===== src/rtl/kp_pkg.sv =====
package kp_pkg;

    localparam int DATA_W  = 8;
    localparam int NIB_W   = 4;
    localparam int SEL_LSB = 4;
    localparam int NUM_BTN = 7;

    typedef struct packed {
        logic start;
        logic a;
        logic b;
        logic up;
        logic right;
        logic down;
        logic left;
    } kp_btn_t;

    typedef enum logic [1:0] {
        GRP_NONE  = 2'd0,
        GRP_LOW   = 2'd1,
        GRP_DIR   = 2'd2,
        GRP_SYS   = 2'd3
    } kp_grp_e;

    function automatic kp_grp_e kp_decode(input logic [2:0] sel);
        kp_grp_e g;
        if (sel[2])      g = GRP_SYS;
        else if (sel[1]) g = GRP_DIR;
        else if (sel[0]) g = GRP_LOW;
        else             g = GRP_NONE;
        return g;
    endfunction

    function automatic logic [NIB_W-1:0] kp_pack_upright(input kp_grp_e g,
                                                         input kp_btn_t b);
        logic [NIB_W-1:0] n;
        case (g)
            GRP_SYS: n = {b.b, b.a, b.start, 1'b0};
            GRP_DIR: n = {b.left, b.down, b.right, b.up};
            default: n = '0;
        endcase
        return n;
    endfunction

    function automatic logic [NIB_W-1:0] kp_pack_sideways(input kp_grp_e g,
                                                          input kp_btn_t b);
        logic [NIB_W-1:0] n;
        case (g)
            GRP_SYS: n = {1'b0, 1'b0, b.start, 1'b0};
            GRP_DIR: n = {1'b0, b.b, 1'b0, b.a};
            GRP_LOW: n = {b.down, b.right, b.up, b.left};
            default: n = '0;
        endcase
        return n;
    endfunction

endpackage


===== src/rtl/kp_sync.sv =====
module kp_sync #(
    parameter int WIDTH  = 8,
    parameter int STAGES = 2
) (
    input  logic             clk,
    input  logic             rst,
    input  logic [WIDTH-1:0] d_i,
    output logic [WIDTH-1:0] q_o
);
    logic [WIDTH-1:0] stage_q [STAGES];

    for (genvar s = 0; s < STAGES; s++) begin : g_stage
        if (s == 0) begin : g_first
            always_ff @(posedge clk) begin
                if (rst) stage_q[s] <= '0;
                else     stage_q[s] <= d_i;
            end
        end else begin : g_next
            always_ff @(posedge clk) begin
                if (rst) stage_q[s] <= '0;
                else     stage_q[s] <= stage_q[s-1];
            end
        end
    end

    assign q_o = stage_q[STAGES-1];
endmodule


===== src/rtl/kp_sel_reg.sv =====
module kp_sel_reg
    import kp_pkg::*;
#(
    parameter int              ADDR_W   = 8,
    parameter logic [ADDR_W-1:0] REG_ADDR = 8'h35
) (
    input  logic              clk,
    input  logic              rst,
    input  logic [ADDR_W-1:0] addr_i,
    input  logic              wr_en_i,
    input  logic [DATA_W-1:0] wr_data_i,
    output logic [NIB_W-1:0]  sel_o
);
    logic hit;
    assign hit = wr_en_i && (addr_i == REG_ADDR);

    always_ff @(posedge clk) begin
        if (rst)      sel_o <= '0;
        else if (hit) sel_o <= wr_data_i[SEL_LSB +: NIB_W];
    end
endmodule


===== src/rtl/kp_nibble_mux.sv =====
module kp_nibble_mux
    import kp_pkg::*;
(
    input  logic [NIB_W-1:0] sel_i,
    input  logic             rotate_i,
    input  kp_btn_t          btn_i,
    output logic [NIB_W-1:0] nib_o
);
    kp_grp_e          grp;
    logic [NIB_W-1:0] nib_up;
    logic [NIB_W-1:0] nib_side;

    always_comb begin
        grp      = kp_decode(sel_i[2:0]);
        nib_up   = kp_pack_upright(grp, btn_i);
        nib_side = kp_pack_sideways(grp, btn_i);
        nib_o    = rotate_i ? nib_side : nib_up;
    end
endmodule


===== src/rtl/keypad_scan_reg.sv =====
module keypad_scan_reg
    import kp_pkg::*;
#(
    parameter int                ADDR_W      = 8,
    parameter logic [ADDR_W-1:0] REG_ADDR    = 8'h35,
    parameter int                SYNC_STAGES = 2
) (
    input  logic              clk,
    input  logic              rst,
    input  logic              btn_start_i,
    input  logic              btn_a_i,
    input  logic              btn_b_i,
    input  logic              btn_up_i,
    input  logic              btn_right_i,
    input  logic              btn_down_i,
    input  logic              btn_left_i,
    input  logic              rotate_i,
    input  logic [ADDR_W-1:0] addr_i,
    input  logic              wr_en_i,
    input  logic [7:0]        wr_data_i,
    input  logic              rd_en_i,
    output logic [7:0]        rd_data_o
);
    localparam int RAW_W = NUM_BTN + 1;

    kp_btn_t          btn_raw;
    kp_btn_t          btn_s;
    logic             rot_s;
    logic [RAW_W-1:0] raw_vec;
    logic [RAW_W-1:0] sync_vec;
    logic [NIB_W-1:0] sel_q;
    logic [NIB_W-1:0] nib;
    logic             rd_hit;

    always_comb begin
        btn_raw.start = btn_start_i;
        btn_raw.a     = btn_a_i;
        btn_raw.b     = btn_b_i;
        btn_raw.up    = btn_up_i;
        btn_raw.right = btn_right_i;
        btn_raw.down  = btn_down_i;
        btn_raw.left  = btn_left_i;
    end

    assign raw_vec = {rotate_i, btn_raw};

    kp_sync #(.WIDTH(RAW_W), .STAGES(SYNC_STAGES)) u_sync (
        .clk (clk),
        .rst (rst),
        .d_i (raw_vec),
        .q_o (sync_vec)
    );

    assign btn_s = kp_btn_t'(sync_vec[NUM_BTN-1:0]);
    assign rot_s = sync_vec[RAW_W-1];

    kp_sel_reg #(.ADDR_W(ADDR_W), .REG_ADDR(REG_ADDR)) u_sel (
        .clk       (clk),
        .rst       (rst),
        .addr_i    (addr_i),
        .wr_en_i   (wr_en_i),
        .wr_data_i (wr_data_i),
        .sel_o     (sel_q)
    );

    kp_nibble_mux u_mux (
        .sel_i    (sel_q),
        .rotate_i (rot_s),
        .btn_i    (btn_s),
        .nib_o    (nib)
    );

    assign rd_hit = rd_en_i && (addr_i == REG_ADDR);

    always_ff @(posedge clk) begin
        if (rst)         rd_data_o <= '0;
        else if (rd_hit) rd_data_o <= {sel_q, nib};
        else             rd_data_o <= '0;
    end
endmodule


===== config.mk =====
export PLATFORM = sky130hd
export DESIGN_NAME = keypad_scan_reg
export DESIGN_NICKNAME = d
export VERILOG_FILES = /design/src/rtl/kp_pkg.sv /design/src/rtl/kp_sync.sv /design/src/rtl/kp_sel_reg.sv /design/src/rtl/kp_nibble_mux.sv /design/src/rtl/keypad_scan_reg.sv
export SDC_FILE = /design/constraint.sdc
export NUM_CORES = 1
export LEC_CHECK = 0
export BUFFER_PORTS_ARGS = -buffer_cell sky130_fd_sc_hd__buf_2
export CAP_MARGIN = 25
export CORE_ASPECT_RATIO = 0.6
export CORE_MARGIN = 1.5
export CORE_UTILIZATION = 36
export DETAILED_ROUTE_END_ITERATION = 8
export MAX_ROUTING_LAYER = met4
export PLACE_DENSITY = 0.71
export RECOVER_POWER = 100
export SLEW_MARGIN = 20
export SYNTH_ARGS = -nofsm -noshare
export SYNTH_HDL_FRONTEND = slang
export SYNTH_SLANG_ARGS = --single-unit

===== constraint.sdc =====
create_clock -name clk -period 2.3 [get_ports clk]
set_input_delay 0.46 -clock clk [delete_from_list [all_inputs] [get_ports clk]]
set_output_delay 0.46 -clock clk [all_outputs]
set_load 0.05 [all_outputs]

==> flow_summary.json, run 1 <==
{
  "status": "complete, but fails checks",
  "failed_checks": "DRC",
  "number_of_diodes_added_for_antenna_fixing": 0,
  "grt_util_all_layers": 0.1304,
  "synthesis.area_mm2": 0.001022,
  "syn_to_final_growth_pct": 22.03,
  "yosys.area_share.xor_xnor": 0,
  "cts.repair.resized": 0,
  "post-place-cells": 153,
  "setup_viol": 0,
  "final_max_slew_viol_count": 0,
  "finish.cell_count_without_fillers": 157,
  "final_period_minus_worst_setup_slack_ns": 1.549,
  "cp.buffers_inverters": 1,
  "flip_flop_and_latch_count_after_synthesis": 28,
  "clock_tree.buffer_depth": 2,
  "detailed_place_hpwl_um": 1375,
  "critPathCaptureType": "register",
  "drive_above_1_share": 0.2240,
  "cp_slowest_cell": "sky130_fd_sc_hd__or4b_1",
  "design.core.area_mm2": 0.002592,
  "compound_gate_fraction_of_synth_area": 0.06854,
  "grt_antenna_before_repair": 0,
  "routed_vias": 721,
  "cts.htree.levels": 1,
  "filler_instances": 246,
  "io_pins": 36,
  "ant_nets": 0,
  "tightest_slew_ns": 0.9051,
  "synthesis.instances": 94,
  "sum_of_negative_setup_slack_ns": 0,
  "clock-root-buffer": "sky130_fd_sc_hd__clkbuf_8",
  "cts_tree": "yes",
  "multi_input_comb_area_um2": 427.9,
  "die_x_um": 71.80,
  "worst-endpoint-required_ns": 2.49,
  "cp-start-kind": "primary input",
  "wirelength_um": 1771,
  "critical_path.cell_chain": "clkbuf_1, or4b_1, a211oi_1",
  "count_of_maximum_capacitance_violations": 0,
  "dr.pass1.iters": 6,
  "warnings_from_yosys": 0,
  "buffer_ports.inserted": 31,
  "synth.net_count": 122,
  "synth_cell_types": 22,
  "synth_simple_gate_area_share": 0.3256,
  "post_cts_hold_buffer_count": 0,
  "viasPerCell": 4.592,
  "cts_setup_buffers": 0,
  "num_rows": 14,
  "gpl.final_weighted_congestion": 0.7552,
  "synth_seq_area_share": 0.5483,
  "synth.area.mux_share": 0.03917,
  "synth.top_cells.by_area": "sky130_fd_sc_hd__dfxtp_1 55%, sky130_fd_sc_hd__nor2b_1 9.8%, sky130_fd_sc_hd__nand2b_1 5.5%",
  "avgSynthCellArea_um2": 10.87,
  "power.static_leakage_nw": 0.4609,
  "tritoncts_num_sinks": 28,
  "final_critical_path_setup_slack_ns": 0.7510,
  "clk-insertion-delay-late_ns": 0.28,
  "crit_fanout": 26,
  "first_global_vias": 683,
  "wire_per_inst_um": 11.28,
  "drc_errors": 2,
  "grt_pass1_wl_um": 2918,
  "maxSlewHeadroom": 0.3966,
  "clk_pin_slew_ns": 0.09,
  "register_area_um2": 560.5,
  "number_of_nets_in_the_finished_design": 154,
  "detailedRoute.firstIterationViolations": 50,
  "timing.fmax_mhz": 645.6,
  "tritoncts.num_buffers": 3,
  "die-area_mm2": 0.003179,
  "synth-adder-area-share": 0,
  "max_stage_delay_ns": 0.70,
  "synth_top_family_by_area": "simple AND/OR/NAND/NOR gates",
  "vdd_ir_drop_max_uv": 307.3,
  "hold_path_class": "in2reg",
  "dpl_worst_slack_ns": 0.6991,
  "grt_overflow_total": 0,
  "final_min_period_over_clock_period": 0.6735,
  "design_power_total_w": 0.0009285,
  "grt_setup_unrepaired": "no",
  "die_h_um": 44.28,
  "post_synth_top_area_cell": "sky130_fd_sc_hd__dfxtp_1",
  "yosysTopAreaCellShare": 0.5483,
  "finalInstanceArea_mm2": 0.001247,
  "timing.setup.critical_path_class": "in2reg",
  "timing.critical_path.max_delay_family": "simple AND/OR/NAND/NOR gates",
  "worst-endpoint-arrival_ns": 1.74,
  "skew_final_ns": 0.004259,
  "grt_start_max_net_pins": 27,
  "power-per-cell-area_mw_per_mm2": 744.3,
  "place_area_mm2": 0.001202,
  "finalHoldViolations": 0,
  "initial_core_util": 0.3943
}
==> worst reg2reg max path: stages (launching register included) <==
cell and delay [ns]:
sky130_fd_sc_hd__dfxtp_1 0.43, sky130_fd_sc_hd__nor4bb_1 0.42, sky130_fd_sc_hd__a22oi_1 0.12, sky130_fd_sc_hd__a211oi_1 0.26
==> placed cells by master, fill, tap and decap left out, drive strengths merged, types with 4 or more instances in the layout <==
master,n
nand3b,4
nand2b,9
and2,4
nor2b,16
clkbuf,12
buf,22
nand2,7
a21oi,4
mux2i,4
dfxtp,28
==> cells in the mapped netlist (all sizes together) <==
master / instances
inv: 1
nor4b: 1
nand3b: 4
nand2: 7
a21o: 2
or4b: 1
a22oi: 1
and2: 4
nand4bb: 2
a21oi: 4
clkbuf: 4
nor4bb: 1
nor3b: 1
o21a: 1
a211oi: 2
mux2i: 4
nor3: 1
nand2b: 9
nor2b: 16
dfxtp: 28
==> power breakdown <==
part	internal (W)	total (W)	switching [W]
registers	0.000497	0.000503	0.00000512
clock network	0.000233	0.000383	0.000150
logic	0.0000270	0.0000428	0.0000158
total	0.000758	0.000929	0.000171
==> cell families (layout without fill, tap and decap cells) <==
family,count (synthesis),in the layout
simple gates,47,47
compound gates,10,10
mux,4,4
buf+inv,5,36
flops,28,28
==> path summary, 6_finish.rpt <==
check,from,end,slack (ns),depth (start not counted)
worst min register to register,u_sync.stage_q[0][3],u_sync.stage_q[1][3],0.44,1
worst min-delay path,btn_a_i,u_sync.stage_q[0][5],0.38,2
worst max-delay path,rst,rd_data_o[1],0.75,3
worst max register to register,u_sync.stage_q[1][7],rd_data_o[1],0.99,3
==> metrics by stage <==
stage / util / hold slack [ns]
after CTS: 0.4913 / 0.3752
after global placement: 0.4638 / 0.4211
after floorplan: - / 0.4138
after detailed placement: 0.4638 / 0.4255
final: 0.4812 / 0.3828
after global routing: 0.4812 / 0.3794
==> registers in the layout (all words and copies together), names as in the netlist <==
name	count
rd_data_o	8
u_sync.stage_q	16
u_sel.sel_o	4
==> layout make-up <==
type | instances | share of cell area
multi-input combinational | 61 | 0.3430
tap | 32 | 0.03210
inverter | 1 | 0.003009
clock inverter | 1 | 0.02407
clock buffer | 3 | 0.03310
sequential | 28 | 0.4493
timing repair buffer | 31 | 0.1153
==> per-layer routing <==
layer  global-route usage  up-vias  wire length (µm)
met1               0.1477      325               811
met3              0.05467        4               111
met5                    -        -                 0
li1                     -      374                 -
met2               0.2056       18               825
met4              0.05660        0                23
(Power assumes the default switching activity.)
==> inputs of run 2 (changes only) <==
==> constraint.sdc (replaced) <==
create_clock -name clk -period 1.6 [get_ports clk]
set_input_delay 0.32 -clock clk [delete_from_list [all_inputs] [get_ports clk]]
set_output_delay 0.32 -clock clk [all_outputs]
set_load 0.05 [all_outputs]
==> run 2 against run 1 <==
- the flow now finishes without violations
- final cell count increased by 0.64%
- critical path depth decreased by 2
- register-to-register slack got worse by 0.72 ns
- hold slack got worse by 0.14 ns
- worst setup slack got worse by 0.55 ns
- combinational power increased by 47%
- count of clock-buffer cells in the layout unchanged
- first-iteration DRC count decreased by 18%
- clock skew about the same
- critical endpoint is now rd_data_o[3]
- largest cell class unchanged
- largest power group unchanged
==> flow_summary.json, run 2 (synthesized netlist as in run 1, its figures left out) <==
{
  "timing.hold.ws_ns": 0.2477,
  "buffer_ports.inserted": 31,
  "grt_antenna_before_repair": 0,
  "number_of_nets_in_the_finished_design": 155,
  "timing.critical_path.max_delay_family": "buffers and inverters",
  "met2_resource_use_gr": 0.1981,
  "top_registers": "u_sync.stage_q x16, rd_data_o x8, u_sel.sel_o x4",
  "crit_fanout": 1,
  "grt_overflow_total": 0,
  "timing.setup.critical_path_class": "reg2out",
  "io_pins": 36,
  "die-area_mm2": 0.003179,
  "gpl.final_weighted_congestion": 0.7479,
  "max_stage_delay_ns": 0.48,
  "power-per-cell-area_mw_per_mm2": 1057,
  "gr-max-usage-layer": "met2",
  "most_flop_heavy_register": "u_sync.stage_q",
  "die_h_um": 44.28,
  "register_area_um2": 560.5,
  "first_global_vias": 674,
  "worst-endpoint-arrival_ns": 1.08,
  "final_period_minus_worst_setup_slack_ns": 1.397,
  "viasPerCell": 4.481,
  "number_of_diodes_added_for_antenna_fixing": 0,
  "drive_above_1_share": 0.2302,
  "hold_path_class": "in2reg",
  "cts_tree": "yes",
  "drc_errors": 0,
  "cp_slowest_cell": "sky130_fd_sc_hd__clkbuf_1",
  "vdd_ir_drop_max_uv": 442.3,
  "syn_to_final_growth_pct": 22.77,
  "cp-start-kind": "register",
  "skew_final_ns": 0.004408,
  "timing.fmax_mhz": 715.9,
  "die_x_um": 71.80,
  "cts.repair.resized": 0,
  "critical_path.cell_chain": "clkbuf_1",
  "ant_nets": 0,
  "tightest_slew_ns": 0.8379,
  "dr.pass1.iters": 6,
  "mostFrequentLayoutCells": "28 x sky130_fd_sc_hd__dfxtp_1, 22 x sky130_fd_sc_hd__buf_2, 16 x sky130_fd_sc_hd__nor2b_1",
  "wirelength_um": 1808,
  "final_critical_path_setup_slack_ns": 0.2031,
  "power.static_leakage_nw": 0.4637,
  "multi_input_comb_area_um2": 431.7,
  "post-place-cells": 154,
  "status": "complete, no violations",
  "count_of_maximum_capacitance_violations": 0,
  "layout.cells.most_common": "sky130_fd_sc_hd__dfxtp_1",
  "setup_viol": 0,
  "tritoncts_num_sinks": 28,
  "maxSlewHeadroom": 0.4414,
  "finalHoldViolations": 0,
  "cts_setup_buffers": 0,
  "final_max_slew_viol_count": 0,
  "grt_util_all_layers": 0.1272,
  "clk-insertion-delay-late_ns": 0.27,
  "detailedRoute.firstIterationViolations": 41,
  "initial_core_util": 0.3943,
  "grt_setup_unrepaired": "no",
  "final_min_period_over_clock_period": 0.8731,
  "filler_instances": 266,
  "globalRouteMet3Util": 0.05695,
  "wire_per_inst_um": 11.44,
  "clock_tree.buffer_depth": 2,
  "design.core.area_mm2": 0.002592,
  "finish.cell_count_without_fillers": 158,
  "num_rows": 14,
  "sum_of_negative_setup_slack_ns": 0,
  "worst-endpoint-required_ns": 1.28,
  "cts.htree.levels": 1,
  "grt_start_max_net_pins": 25,
  "cp.buffers_inverters": 1,
  "grt_use_met1": 0.1557,
  "design_power_total_w": 0.001327,
  "clk_pin_slew_ns": 0.09,
  "critPathCaptureType": "output pin",
  "tritoncts.num_buffers": 3,
  "dpl_worst_slack_ns": 0.1523,
  "routed_vias": 708,
  "post_cts_hold_buffer_count": 0,
  "grt_pass1_wl_um": 2967,
  "largest_register_ff_count": 16,
  "clock-root-buffer": "sky130_fd_sc_hd__clkbuf_8"
}
==> run 2: changes by cell type in the layout (fill, tap and decap cells not counted), sizes merged <==
cell	delta
clkbuf	+1
==> run 2: worst paths after layout <==
| path | from | endpoint | slack [ns] | depth (start not counted) |
|---|---|---|---|---|
| worst min register to register | u_sync.stage_q[0][3] | u_sync.stage_q[1][3] | 0.44 | 1 |
| worst min-delay path | btn_right_i | u_sync.stage_q[0][2] | 0.25 | 2 |
| worst max register to register | u_sync.stage_q[1][7] | rd_data_o[1] | 0.27 | 3 |
| worst max-delay path | rd_data_o[3] | rd_data_o[3] | 0.20 | 1 |
==> run 2: worst reg2reg max path, stage by stage, from the launching register on <==
cell and delay, ns:
sky130_fd_sc_hd__dfxtp_1 0.45, sky130_fd_sc_hd__nor4bb_1 0.42, sky130_fd_sc_hd__a22oi_1 0.12, sky130_fd_sc_hd__a211oi_1 0.25
==> run 2: area by class of cell <==
class                   instances  area share
flip-flops and latches         28      0.4467
multi-input cells              61      0.3440
repair buffers                 32      0.1176
clock buffers                   3     0.03290
well taps                      32     0.03190
clock inverters                 1     0.02393
inverters                       1    0.002991
==> run 2: report_power, final <==
group	switching, W	internal [W]
logic	0.0000234	0.0000394
registers	0.00000794	0.000715
clock network	0.000206	0.000335
total	0.000238	0.00109
==> run 2: stage by stage <==
stage / area (µm²) / utilization
2_1_floorplan: 1022 / -
3_3_place_gp: 1210 / 0.4667
3_5_place_dp: 1210 / 0.4667
4_1_cts: 1281 / 0.4942
5_1_grt: 1255 / 0.4841
6_report: 1255 / 0.4841
==> run 2: layer usage <==
| layer | up-vias | routed length, µm |
|---|---|---|
| li1 | 374 | - |
| met1 | 314 | 901 |
| met2 | 18 | 790 |
| met3 | 2 | 108 |
| met4 | 0 | 8 |
| met5 | - | 0 |
